[config.mk]
export PLATFORM = sky130hd
export DESIGN_NAME = flush_seq
export DESIGN_NICKNAME = d
export VERILOG_FILES = /design/src/rtl/flush_seq_pkg.sv /design/src/rtl/flush_seq_walk.sv /design/src/rtl/flush_seq_ctrl.sv /design/src/rtl/flush_seq.sv
export SDC_FILE = /design/constraint.sdc
export NUM_CORES = 1
export LEC_CHECK = 0
export BUFFER_PORTS_ARGS = -buffer_cell sky130_fd_sc_hd__buf_4
export CORE_MARGIN = 2
export CORE_UTILIZATION = 48
export CTS_CLUSTER_SIZE = 28
export DETAILED_ROUTE_END_ITERATION = 10
export HOLD_SLACK_MARGIN = 0.12
export MAX_ROUTING_LAYER = met4
export PLACE_DENSITY = 0.82
export SYNTH_ARGS = -nofsm -noshare
export SYNTH_HDL_FRONTEND = slang
export SYNTH_SLANG_ARGS = --single-unit
[constraint.sdc]
create_clock -name clk -period 2 [get_ports clk]
set_input_delay 0.2 -clock clk [delete_from_list [all_inputs] [get_ports clk]]
set_output_delay 0.2 -clock clk [all_outputs]
set_load 0.01 [all_outputs]
[src/rtl/flush_seq_pkg.sv]
package flush_seq_pkg;
  typedef enum logic [1:0] {
    CMD_NOP  = 2'b00,
    CMD_PAGE = 2'b01,
    CMD_ALL  = 2'b10,
    CMD_INV  = 2'b11
  } cmd_e;

  // strobes from the control FSM to the walk datapath
  typedef struct packed {
    logic load;     // start a walk, pick its first index
    logic step;     // move to the next index
    logic pageSel;  // with load: restrict the walk to the latched page
  } walk_strobe_t;
endpackage

[src/rtl/flush_seq_walk.sv]
module flush_seq_walk
  import flush_seq_pkg::*;
#(
  parameter int IDX_W = 6,
  parameter int SET_W = 3,
  localparam int PAGE_W = IDX_W - SET_W
) (
  input  logic              clk,
  input  logic              rstN,
  input  walk_strobe_t      strobe,
  input  logic              ciWrite,
  input  logic [PAGE_W-1:0] ciPage,
  output logic [IDX_W-1:0]  tagIdx,
  output logic              isLast
);
  logic [PAGE_W-1:0] pageLatch;
  logic [IDX_W-1:0]  idx;
  logic              pageMode;

  // page register: every cache-inhibited write overwrites it
  always_ff @(posedge clk) begin
    if (!rstN)        pageLatch <= '0;
    else if (ciWrite) pageLatch <= ciPage;
  end

  always_ff @(posedge clk) begin
    if (!rstN) begin
      idx      <= '0;
      pageMode <= 1'b0;
    end else if (strobe.load) begin
      pageMode <= strobe.pageSel;
      idx      <= strobe.pageSel ? {pageLatch, {SET_W{1'b0}}} : '0;
    end else if (strobe.step) begin
      idx <= idx + 1'b1;
    end
  end

  assign tagIdx = idx;
  assign isLast = pageMode ? (&idx[SET_W-1:0]) : (&idx);
endmodule

[src/rtl/flush_seq_ctrl.sv]
module flush_seq_ctrl
  import flush_seq_pkg::*;
(
  input  logic         clk,
  input  logic         rstN,
  input  logic [1:0]   cmd,
  input  logic         tagValid,
  input  logic         tagModified,
  input  logic         primIncl,
  input  logic         isLast,
  input  logic         pinvAck,
  input  logic         pinvDirty,
  input  logic         cbAck,
  input  logic         snoopReq,
  output walk_strobe_t strobe,
  output logic         busy,
  output logic         pinvReq,
  output logic         cbReq,
  output logic         tagClrValid,
  output logic         tagClrModified,
  output logic         primClrIncl,
  output logic         lineUpdate,
  output logic         snoopGrant,
  output logic         procStall
);
  typedef enum logic [2:0] {S_IDLE, S_CHECK, S_PINV, S_CB, S_INV} state_e;

  state_e state, stateNext;
  logic   armed;
  logic   start;

  assign start = (state == S_IDLE) && armed && (cmd != CMD_NOP);

  always_comb begin
    stateNext      = state;
    strobe         = '0;
    pinvReq        = 1'b0;
    cbReq          = 1'b0;
    tagClrValid    = 1'b0;
    tagClrModified = 1'b0;
    primClrIncl    = 1'b0;
    lineUpdate     = 1'b0;
    snoopGrant     = 1'b0;
    procStall      = 1'b0;
    case (state)
      S_IDLE: begin
        snoopGrant = snoopReq;
        if (start) begin
          strobe.load    = 1'b1;
          strobe.pageSel = (cmd == CMD_PAGE);
          stateNext      = (cmd == CMD_INV) ? S_INV : S_CHECK;
        end
      end
      S_CHECK: begin
        if (snoopReq) begin
          snoopGrant = 1'b1;  // served before this step begins
        end else if (tagValid && tagModified) begin
          stateNext = primIncl ? S_PINV : S_CB;
        end else if (isLast) begin
          stateNext = S_IDLE;
        end else begin
          strobe.step = 1'b1;
        end
      end
      S_PINV: begin
        pinvReq = 1'b1;
        if (pinvAck) begin
          if (pinvDirty) begin
            lineUpdate  = 1'b1;
            primClrIncl = 1'b1;
          end
          stateNext = S_CB;
        end
      end
      S_CB: begin
        cbReq = 1'b1;
        if (cbAck) begin
          tagClrModified = 1'b1;
          if (isLast) stateNext = S_IDLE;
          else begin
            strobe.step = 1'b1;
            stateNext   = S_CHECK;
          end
        end
      end
      S_INV: begin
        procStall   = 1'b1;
        tagClrValid = 1'b1;
        primClrIncl = 1'b1;
        if (isLast) stateNext = S_IDLE;
        else        strobe.step = 1'b1;
      end
      default: stateNext = S_IDLE;
    endcase
  end

  always_ff @(posedge clk) begin
    if (!rstN) begin
      state <= S_IDLE;
      armed <= 1'b0;
    end else begin
      state <= stateNext;
      if (start)                armed <= 1'b0;
      else if (cmd == CMD_NOP)  armed <= 1'b1;
    end
  end

  assign busy = (state != S_IDLE);
endmodule

[src/rtl/flush_seq.sv]
module flush_seq
  import flush_seq_pkg::*;
#(
  parameter int IDX_W = 6,
  parameter int SET_W = 3,
  localparam int PAGE_W = IDX_W - SET_W
) (
  input  logic              clk,
  input  logic              rstN,
  input  logic [1:0]        cmd,
  input  logic              ciWrite,
  input  logic [PAGE_W-1:0] ciPage,
  output logic              busy,
  output logic [IDX_W-1:0]  tagIdx,
  input  logic              tagValid,
  input  logic              tagModified,
  input  logic              primIncl,
  output logic              tagClrValid,
  output logic              tagClrModified,
  output logic              primClrIncl,
  output logic              lineUpdate,
  output logic              pinvReq,
  input  logic              pinvAck,
  input  logic              pinvDirty,
  output logic              cbReq,
  input  logic              cbAck,
  input  logic              snoopReq,
  output logic              snoopGrant,
  output logic              procStall
);
  walk_strobe_t strobe;
  logic         isLast;

  flush_seq_walk #(.IDX_W(IDX_W), .SET_W(SET_W)) uWalk (
    .clk(clk), .rstN(rstN), .strobe(strobe), .ciWrite(ciWrite),
    .ciPage(ciPage), .tagIdx(tagIdx), .isLast(isLast)
  );

  flush_seq_ctrl uCtrl (
    .clk(clk), .rstN(rstN), .cmd(cmd), .tagValid(tagValid),
    .tagModified(tagModified), .primIncl(primIncl), .isLast(isLast),
    .pinvAck(pinvAck), .pinvDirty(pinvDirty), .cbAck(cbAck),
    .snoopReq(snoopReq), .strobe(strobe), .busy(busy), .pinvReq(pinvReq),
    .cbReq(cbReq), .tagClrValid(tagClrValid), .tagClrModified(tagClrModified),
    .primClrIncl(primClrIncl), .lineUpdate(lineUpdate),
    .snoopGrant(snoopGrant), .procStall(procStall)
  );
endmodule

==> metrics <==
dpl ws 86.72 ps; die span in x 45.86 um; top_reg_cell synth dfxtp_1; buffers added on ports 29; Tcrit/Tclk final 92.83%; Die ar. 0.002103 mm2; root buf cell clkbuf_4; # rows 15; layout cell share with drive strength beyond 1 31.39%; Synth Register Bits 14; CP bufs+invs 1; fin crit period 1857 ps; maximum clock rate 538.6 MHz; clk_skew 0.3963 ps; total power 619.4 uW; WL final 2020 um; Area Overhead vs Synth 33.04%; leading cell type in the layout, fill and taps excluded buf_4; pin count of the biggest net entering global routing 11; initial core utilization 49.78%; CTS resizes 0; mapped cell area 840.8 um2; Synth Instances 104; Final Core Density 66.22%; initial antenna violation count 0; worst min path class in2reg; Internal 458.8 uW; post-detail-place hpwl 1613 um; via-per-instance ratio 5.864; number of fill cells in the layout 157; Critical Path RT 1800 ps; H-tree lvl count 1; register area share after synthesis 33.33%; ant diodes 0; number of global-route vias before repair 863; CTS Buffer Depth 2; syn_nets 121; Top Family by Delay on Critical Path simple AND/OR/NAND/NOR gates; pwr dens 553.8 mW/mm2; core area 0.001689 mm2; FF-to-FF End uWalk.tagIdx[3]; Detail Route Antenna Nets 0; hold depth 3; 1st-iter DRT viols 17; Max VDD drop 0.4792 mV; placer congestion estimate 0.8744; average size of a mapped cell 8.085 um2; fin nets 155; crit path max-delay cell type dfxtp_1; critical path data arrival time 1660 ps; Gate power share 18.7%; WHS Endpoint uWalk.pageLatch[0]; fin. max-slew vios 0; first-pass GRT wire length 3484 um; R2R Setup Slk 160 ps; worst slew pin tran 526.7 ps; async set or reset register ratio after synthesis 0%; clock power share 32.8%; startpoint types flip-flop; Chip Height 45.86 um; Final setup viols 0; Critical R2R Launch uCtrl.state[2]; final hold violations 0; TritonCTS clock tree built; Crit. End Element primary output; final cell count without fillers 154; Post CTS Setup Buffer Count 0; setup ws final 143.4 ps; clock slew seen by the registers of the worst setup and hold paths 80 ps; maxcap violations 0; sequential share of power 48.5%; Sink Count 14; hold wc startpoint ciPage[0]; grt ovf 0; vias 903; # IOs 30; R2R cell count 4; Routed WL per cell 13.12 um; Synth warnings 0; hold_buf cts 0; most frequent cells in the layout buf_4, nor2_1, dfxtp_1, nand2_1, o21ai_0; DR pass1 iterations 4; TritonCTS Buffers 3; CP max FO 10; post-synth cell types 40; switch share 25.93%; drt drc 0; placed cell count 150; largest stage delay on the critical path 490 ps; Clock Latency Late Sink 280 ps; run status complete, no violations; max_slew headroom 64.52%; Switch Pwr 160.6 uW; worst setup path category reg2out; worst-path cell chain nor2_1 -> and2_1 -> and3_1 -> or2_2 -> buf_4; Pleak 0.0005167 uW; Post-synth EDFFs 0; Total GRT Usage 23.17%
power groups by stage:
stage          clock [uW]  combinational (uW)  sequential, uW
6_report              203                 116             301
4_1_cts               205                 116             301
3_3_place_gp            0                 113             307
3_5_place_dp            0                 115             307
5_1_grt               219                 131             303
2_1_floorplan           0                67.9             304
cell type report:
cell class | instances | area [um2] | share of cell area [%]
multi-input cells | 83 | 525.5 | 46.98
flip-flops and latches | 14 | 280.3 | 25.06
repair buffers | 32 | 240.2 | 21.48
inverters | 4 | 15.01 | 1.342
well taps | 17 | 21.27 | 1.902
clock buffers | 4 | 36.28 | 3.244
how the worst max path moves through the flow:
stage                     depth (start not counted)            start              end
after floorplan                                   7  uWalk.tagIdx[0]  uWalk.tagIdx[3]
after global placement                            6   uCtrl.state[1]  uWalk.tagIdx[5]
after detailed placement                          7  uWalk.tagIdx[0]  uWalk.tagIdx[3]
after CTS                                         7  uWalk.tagIdx[0]  uWalk.tagIdx[3]
after global routing                              7   uCtrl.state[1]  uWalk.tagIdx[3]
final                                             5   uCtrl.state[2]      primClrIncl
per-stage QoR:
stage | TNS (ps) | area (um2) | hold slack (ps)
after detailed placement | 0 | 1080 | 444.6
final | 0 | 1119 | 149.9
after global routing | -18.52 | 1119 | 164.6
after CTS | 0 | 1116 | 153.8
after global placement | 0 | 1080 | 434.0
after floorplan | 0 | 840.8 | 296.6
state kept, by name, indices dropped and copies added, names as in the netlist:
name / count
uCtrl.state: 3
uWalk.tagIdx: 6
uWalk.pageMode: 1
uCtrl.armed: 1
uWalk.pageLatch: 3
cells in the mapped netlist, types with 2 or more instances:
cell type  count  area (um2)
a21oi_1        6       30.03
nor2_1        15       56.30
nor3_1         4       20.02
nand4_1        3       18.77
and2_1         2       12.51
inv_1          3       11.26
mux2i_1        3       30.03
o22ai_1        3       18.77
and3_1         3       18.77
nor3b_1        2       15.01
ha_1           2       25.02
dfxtp_1       14       280.3
nand2_1        9       33.78
nand2b_1       3       18.77
o21ai_0        7       35.03
tightest hold or removal path: cells and delay by family:
family,cells,cell delay (ps)
AND/OR/NAND/NOR,1,70
multiplexers,1,50
buffers and inverters,1,80
metal layers:
metal | vias up | wire [um] | global-route usage [%]
li1 | 449 | - | -
met1 | 425 | 893 | 26.14
met2 | 25 | 997 | 39.72
met3 | 4 | 91 | 3.571
met4 | 0 | 38 | 10.29
met5 | - | 0 | -
logic make-up after synthesis:
kind of cell,count (synthesis),synth area share (%)
simple gates,49,31.85
compound gates,27,21.43
flops,14,33.33
buf+inv,7,4.464
mux,4,4.911
fa+ha+maj,2,2.976
xor+xnor,1,1.042
Note: power is estimated with default switching activity, not from simulation.
